## config.mk

```make
export PLATFORM = sky130hd
export DESIGN_NAME = burst_addr_gen
export DESIGN_NICKNAME = d
export VERILOG_FILES = /design/src/rtl/burst_pkg.sv /design/src/rtl/burst_base_reg.sv /design/src/rtl/burst_beat_ctr.sv /design/src/rtl/burst_seq_map.sv /design/src/rtl/burst_addr_gen.sv
export SDC_FILE = /design/constraint.sdc
export NUM_CORES = 1
export LEC_CHECK = 0
export CAP_MARGIN = 25
export CORE_MARGIN = 2
export CORE_UTILIZATION = 25
export CTS_BUF_LIST = sky130_fd_sc_hd__clkbuf_16
export DETAILED_ROUTE_END_ITERATION = 6
export HOLD_SLACK_MARGIN = 0.1
export PLACE_DENSITY = 0.52
export SYNTH_ARGS = -nofsm -noshare
export SYNTH_HDL_FRONTEND = slang
export SYNTH_SLANG_ARGS = --single-unit
```

## constraint.sdc

```tcl
create_clock -name clk -period 1.6 [get_ports clk]
set_input_delay 0.16 -clock clk [delete_from_list [all_inputs] [get_ports clk]]
set_output_delay 0.16 -clock clk [all_outputs]
set_load 0.02 [all_outputs]
```

## src/rtl/burst_pkg.sv

```systemverilog
package burst_pkg;

  localparam int BEAT_W = 2;

  typedef enum logic {
    SEQ_LINEAR     = 1'b0,
    SEQ_INTERLEAVE = 1'b1
  } seq_mode_e;

  // Offset of beat number `beat` for a burst that started at `start`.
  function automatic logic [BEAT_W-1:0] seq_offset(
    input logic [BEAT_W-1:0] start,
    input logic [BEAT_W-1:0] beat,
    input seq_mode_e         mode
  );
    logic [BEAT_W-1:0] r;
    if (mode == SEQ_INTERLEAVE) r = start ^ beat;
    else                        r = start + beat;
    return r;
  endfunction

endpackage

```

## src/rtl/burst_base_reg.sv

```systemverilog
module burst_base_reg
  import burst_pkg::*;
#(
  parameter int UPPER_W = 16
) (
  input  logic               clk,
  input  logic               rst_n,
  input  logic               load_i,
  input  logic [UPPER_W-1:0] upper_i,
  input  logic [BEAT_W-1:0]  start_i,
  input  seq_mode_e          mode_i,
  output logic [UPPER_W-1:0] upper_o,
  output logic [BEAT_W-1:0]  start_o,
  output seq_mode_e          mode_o
);

  always_ff @(posedge clk or negedge rst_n) begin
    if (!rst_n) begin
      upper_o <= '0;
      start_o <= '0;
      mode_o  <= SEQ_LINEAR;
    end else if (load_i) begin
      upper_o <= upper_i;
      start_o <= start_i;
      mode_o  <= mode_i;
    end
  end

endmodule

```

## src/rtl/burst_beat_ctr.sv

```systemverilog
module burst_beat_ctr
  import burst_pkg::*;
(
  input  logic              clk,
  input  logic              rst_n,
  input  logic              load_i,
  input  logic              step_i,
  output logic [BEAT_W-1:0] beat_o
);

  always_ff @(posedge clk or negedge rst_n) begin
    if (!rst_n)      beat_o <= '0;
    else if (load_i) beat_o <= '0;
    else if (step_i) beat_o <= beat_o + 1'b1;
  end

endmodule

```

## src/rtl/burst_seq_map.sv

```systemverilog
module burst_seq_map
  import burst_pkg::*;
(
  input  logic [BEAT_W-1:0] start_i,
  input  logic [BEAT_W-1:0] beat_i,
  input  seq_mode_e         mode_i,
  output logic [BEAT_W-1:0] low_o
);

  always_comb low_o = seq_offset(start_i, beat_i, mode_i);

endmodule

```

## src/rtl/burst_addr_gen.sv

```systemverilog
module burst_addr_gen
  import burst_pkg::*;
#(
  parameter int ADDR_W = 18
) (
  input  logic              clk,
  input  logic              rst_n,
  input  logic              load_i,
  input  logic              adv_n_i,
  input  logic              mode_i,
  input  logic [ADDR_W-1:0] addr_i,
  output logic [ADDR_W-1:0] addr_o
);

  localparam int UPPER_W = ADDR_W - BEAT_W;

  // Named events for the checker
  logic step_evt;
  logic hold_evt;
  assign step_evt = !load_i && !adv_n_i;
  assign hold_evt = !load_i &&  adv_n_i;

  logic [UPPER_W-1:0] upper_q;
  logic [BEAT_W-1:0]  start_q;
  logic [BEAT_W-1:0]  beat_q;
  logic [BEAT_W-1:0]  low_w;
  seq_mode_e          mode_q;

  burst_base_reg #(.UPPER_W(UPPER_W)) u_base (
    .clk     (clk),
    .rst_n   (rst_n),
    .load_i  (load_i),
    .upper_i (addr_i[ADDR_W-1:BEAT_W]),
    .start_i (addr_i[BEAT_W-1:0]),
    .mode_i  (seq_mode_e'(mode_i)),
    .upper_o (upper_q),
    .start_o (start_q),
    .mode_o  (mode_q)
  );

  burst_beat_ctr u_ctr (
    .clk    (clk),
    .rst_n  (rst_n),
    .load_i (load_i),
    .step_i (step_evt),
    .beat_o (beat_q)
  );

  burst_seq_map u_map (
    .start_i (start_q),
    .beat_i  (beat_q),
    .mode_i  (mode_q),
    .low_o   (low_w)
  );

  assign addr_o = {upper_q, low_w};

endmodule

```

======== Word-level counts from Yosys, hierarchy flattened ========
Cells that the tools add are included.
storage, ports and cells
  bits in registers ....................... 21
  input bits .............................. 23
operators by class
  add/subtract/negate cells ............... 2
  mux-type cells .......................... 3
  bitwise gates (word level) .............. 1
  reduce and logical (&&, ||, !) cells .... 4
operators with widths
  cell                   count
  $mux W2                3
  $add A2 B1 Y2 const B  1
  $add A2 B2 Y2          1
  $logic_not A1 Y1       2
  $reduce_bool A2 Y1     1
  $xor A2 B2 Y2          1
  $logic_and A1 B1 Y1    1

======== Longest topological paths before layout ========
  word-level depth ........................ 4
  mapped depth ............................ 3

======== Modules after synthesis ========
From an unflattened synthesis, not the netlist that was laid out.
second synthesis, totals
  cells, all modules ...................... 52
  area total of the unflattened synthesis .. 887.1 um2
by module, submodules not included
  module          instances  cells each  area an instance (um2)  seq. area each (um2)
  burst_base_reg  1          40          758.2                   475.5
  burst_beat_ctr  1          7           88.8                    50.0
  burst_seq_map   1          4           36.3                    0.0
  burst_addr_gen  1          1           3.8                     0.0

======== Worst setup path before layout ========
OpenSTA, ideal clock, no wires.
  path type ............................... register -> output
  from .................................... register u_base.start_o[0]
  to ...................................... output addr_o[1]
  arrival ................................. 1,041 ps
  required time ........................... 1,440 ps
  path slack .............................. 399 ps
  cell stages (with the launch flop) ...... 4
  path buffers ............................ 0
  cells stage by stage .................... dfrtp_1 ha_1 nor2b_1 xnor2_1
between the ends
  word-level cells in the longest chain between the ends .. 2
RTL lines
  what                      RTL line              RTL
  start: declaration        burst_base_reg.sv:13  output logic [BEAT_W-1:0] start_o,
  start signal: assignment  burst_base_reg.sv:24  start_o <= start_i;
  $add A2 B2 Y2             burst_pkg.sv:18       else r = start + beat;
  $mux W2                   burst_pkg.sv:17       if (mode == SEQ_INTERLEAVE) r = start ^ beat;
  end: declaration          burst_addr_gen.sv:12  output logic [ADDR_W-1:0] addr_o
Every way passes these cells.

======== Final worst setup path ========
  from .................................... register u_ctr.beat_o[0]
  to ...................................... output addr_o[1]
between the ends
  word-level cells in the longest chain between the ends .. 2
RTL lines
  what                      RTL line              RTL
  start: declaration        burst_beat_ctr.sv:8   output logic [BEAT_W-1:0] beat_o
  start signal: assignment  burst_beat_ctr.sv:14  else if (step_i) beat_o <= beat_o + 1'b1;
  $add A2 B2 Y2             burst_pkg.sv:18
  $mux W2                   burst_pkg.sv:17
Every way passes these cells.

==> run summary <==
Count of TritonRoute iterations in the first routing pass: 2
Design Area, Final: 0.00143 mm²
Number of global-route vias before repair: 650
Max capacitance violation total: 0
Number of buffers added by the clock tree synthesis step: 3
Area fraction in and, or, nand and nor cells after synthesis: 3.07%
I/O Buffers: 40
Post-synthesis sequential element count: 21
Number of top-level pins: 41
Final Setup Violations: 0
Drt first-iter violations: 13
Average wire length per cell after detail routing: 12.2 µm
Slew HR: 82.0%
Clock Pin Slew Worst Setup and Hold Paths: 50 ps
Post-route antenna net violation count: 0
Distinct cell type count of the synthesized netlist: 9
Initial Util: 26.4%
Mux cell area share after synthesis: 31.4%
Adder-cell share of the synthesized area: 1.40%
Leakage power of the design: 0.637 nW
Remaining global-route overflow: 0
F_max: 705 MHz
Class of the most critical setup path: flop to output port
Site row count: 21
Power per unit of standard cell area: 1030 mW/mm²
Wire length of the first global-routing pass: 3050 µm
Synthesized Nets: 75
Result of the run: finished clean
Hold violation count in the final report: 0
CP cell instances: ha_1 > nor2b_1 > xnor2_1 > clkbuf_2
Mean instance size in the synthesized netlist: 17.6 µm²
Worst-path cell with the longest stage delay: sky130_fd_sc_hd__dfrtp_1
Synthesized-area fraction occupied by xor and xnor cells: 2.93%
Crit path max fanout: 3
Tcrit/Tclk final: 88.7%
Yosys warnings: 0
Worst stage delay on the critical path: 390 ps
Area of the die: 0.00408 mm²
Clock skew after layout: 0.0441 ps
H-tree Lvls: 1
Arrival time reported for the critical path endpoint: 1260 ps
Wire length on met3: 74 µm
Final GP Congestion: 0.648
Transition time at the pin with the least slew margin: 270 ps
Layout cells sized above 1: 26.3%
Core area: 0.00339 mm²
Area fraction in compound gates after synthesis: 0%
Final Max Tran Viols: 0
Clock tree from TritonCTS: yes
Wirelength, routed: 1710 µm
Critical path data required time: 1440 ps
Post-CTS setup buffers: 0
Startpoint of the lowest-slack register-to-register path: u_ctr.beat_o[0]$_DFFE_PN0P_
Synthesis-to-layout area growth: 59.8%
Part of the Yosys area used for sequential elements: 58.7%
CTS Buffer Depth: 2
Kind of end point of the critical path: output port
Post-Route M1 WL: 727 µm
Master cell of the clock root buffer: sky130_fd_sc_hd__clkbuf_16
Reg2Reg Capture Point: u_ctr.beat_o[1]$_DFFE_PN0P_
Ratio of routed vias to standard cells: 4.00
Net count of the finished layout: 120
Worst min-delay path category: input port to async pin
Cell count after synthesis: 51
Antenna violations before repair: 0
R2r worst-path depth: 3
Combinational family with the most area after synthesis: multiplexers
DRC violation count after routing: 0
Post-synth design cell area: 896 µm²
Tot GR Track Use: 9.59%
Flop-to-flop setup slack: 710 ps
Hold buffers post-CTS: 0
Die X-Extent: 63.9 µm
Vias post-DR: 564
RSZ-0062 raised after global routing: no
Largest voltage drop on the vdd net: 615 µV
Crit path launch type: flop
Maximum number of pins on one net before global-route repair: 22
Aggregate negative setup slack: 0 ps
Antenna diodes: 0
Die Y-Extent: 63.9 µm
Max layer used: met4
Count of clock tree sinks: 21
WL met2: 874 µm
Crit path time final: 1420 ps
Later-pin clock latency in the skew report: 250 ps
Cell area after placement: 0.00136 mm²
## per-stage QoR
step	utilization, %	cells	total power, mW	hold WS (ps)	setup WS (ps)
after floorplan	-	51	0.798	-136	399
after global placement	40.1	137	0.979	496	29.7
after detailed placement	40.1	137	0.981	492	8.48
after CTS	42.3	141	1.50	270	13.5
after global routing	42.2	141	1.55	286	110
final	42.2	141	1.47	257	181
## area by class of cell
| class | count | area (µm²) |
|---|---|---|
| Clock buffer | 3 | 75.1 |
| Clock inverter | 1 | 3.75 |
| Fill cell | 326 | 1960 |
| Multi-Input combinational cell | 28 | 348 |
| Sequential cell | 21 | 526 |
| Tap cell | 46 | 57.6 |
| Timing Repair Buffer | 42 | 422 |
## routing by layer
| layer | up-vias | GRT usage [%] |
|---|---|---|
| met3 | 4 | 2.29 |
| li1 | 261 | - |
| met1 | 283 | 11.5 |
| met5 | - | 0 |
| met4 | 0 | 4.89 |
| met2 | 16 | 15.9 |
## cells by family (layout without fill, tap and decap cells)
kind of cell  Yosys count  count (layout)
flops                  21              21
mux                    19              19
fa+ha+maj               1               1
buf+inv                 2              46
xor+xnor                3               3
simple gates            5               5
## repair_timing
| action | 4_1_cts | 5_1_grt |
|---|---|---|
| endpoints found under the hold margin | 0 | 0 |
| endpoints found under the setup margin | 2 | 1 |
| pin swaps | 0 | 0 |
| resized for setup | 2 | 2 |
## worst max-delay path by stage
stage	start	to	slack [ps]
finish	u_ctr.beat_o[0]$_DFFE_PN0P_	addr_o[1]	180
global placement	u_base.start_o[0]$_DFFE_PN0P_	addr_o[1]	30
detailed placement	u_ctr.beat_o[0]$_DFFE_PN0P_	addr_o[1]	8
CTS	u_ctr.beat_o[0]$_DFFE_PN0P_	addr_o[1]	10
global route	u_base.start_o[0]$_DFFE_PN0P_	addr_o[1]	110
floorplan	u_base.start_o[0]$_DFFE_PN0P_	addr_o[1]	400
## flip-flops by register name (all words and copies together) (netlist names)
register / count
u_base.upper_o: 16
u_base.start_o: 2
u_ctr.beat_o: 2
u_base.mode_o: 1
## Yosys cell counts (all sizes together)
library cell | count | share of area [%]
xnor2 | 3 | 2.9
ha | 1 | 1.4
dfrtp | 21 | 59
nor2b | 3 | 2.1
mux2 | 19 | 31
nor2 | 1 | 0.42
nor3 | 1 | 0.56
buf | 2 | 2.5
## where the power goes
part | internal [mW] | switching (mW) | leakage, nW
Combinational | 0.210 | 0.137 | 0.347
Clock | 0.332 | 0.177 | 0.0423
Sequential | 0.584 | 0.0299 | 0.248
## critical path, delay by kind of cell (launching register included)
kind | cells | cell delay [ps]
buffers and inverters | 1 | 190
xor gates and xnor gates | 1 | 120
adders and majority gates | 1 | 180
and+or+nand+nor | 1 | 130
DFF | 1 | 390
## placed cells by master (no fill, tap or decap), drive strengths merged
master,instances
buf,2
ha,1
xnor2,3
clkdlybuf4s50,38
dfrtp,21
nor3,1
clkbuf,4
inv,1
mux2,19
nor2b,3
dlygate4sd2,1
nor2,1
No activity file was read; power rests on OpenSTA's default activity.
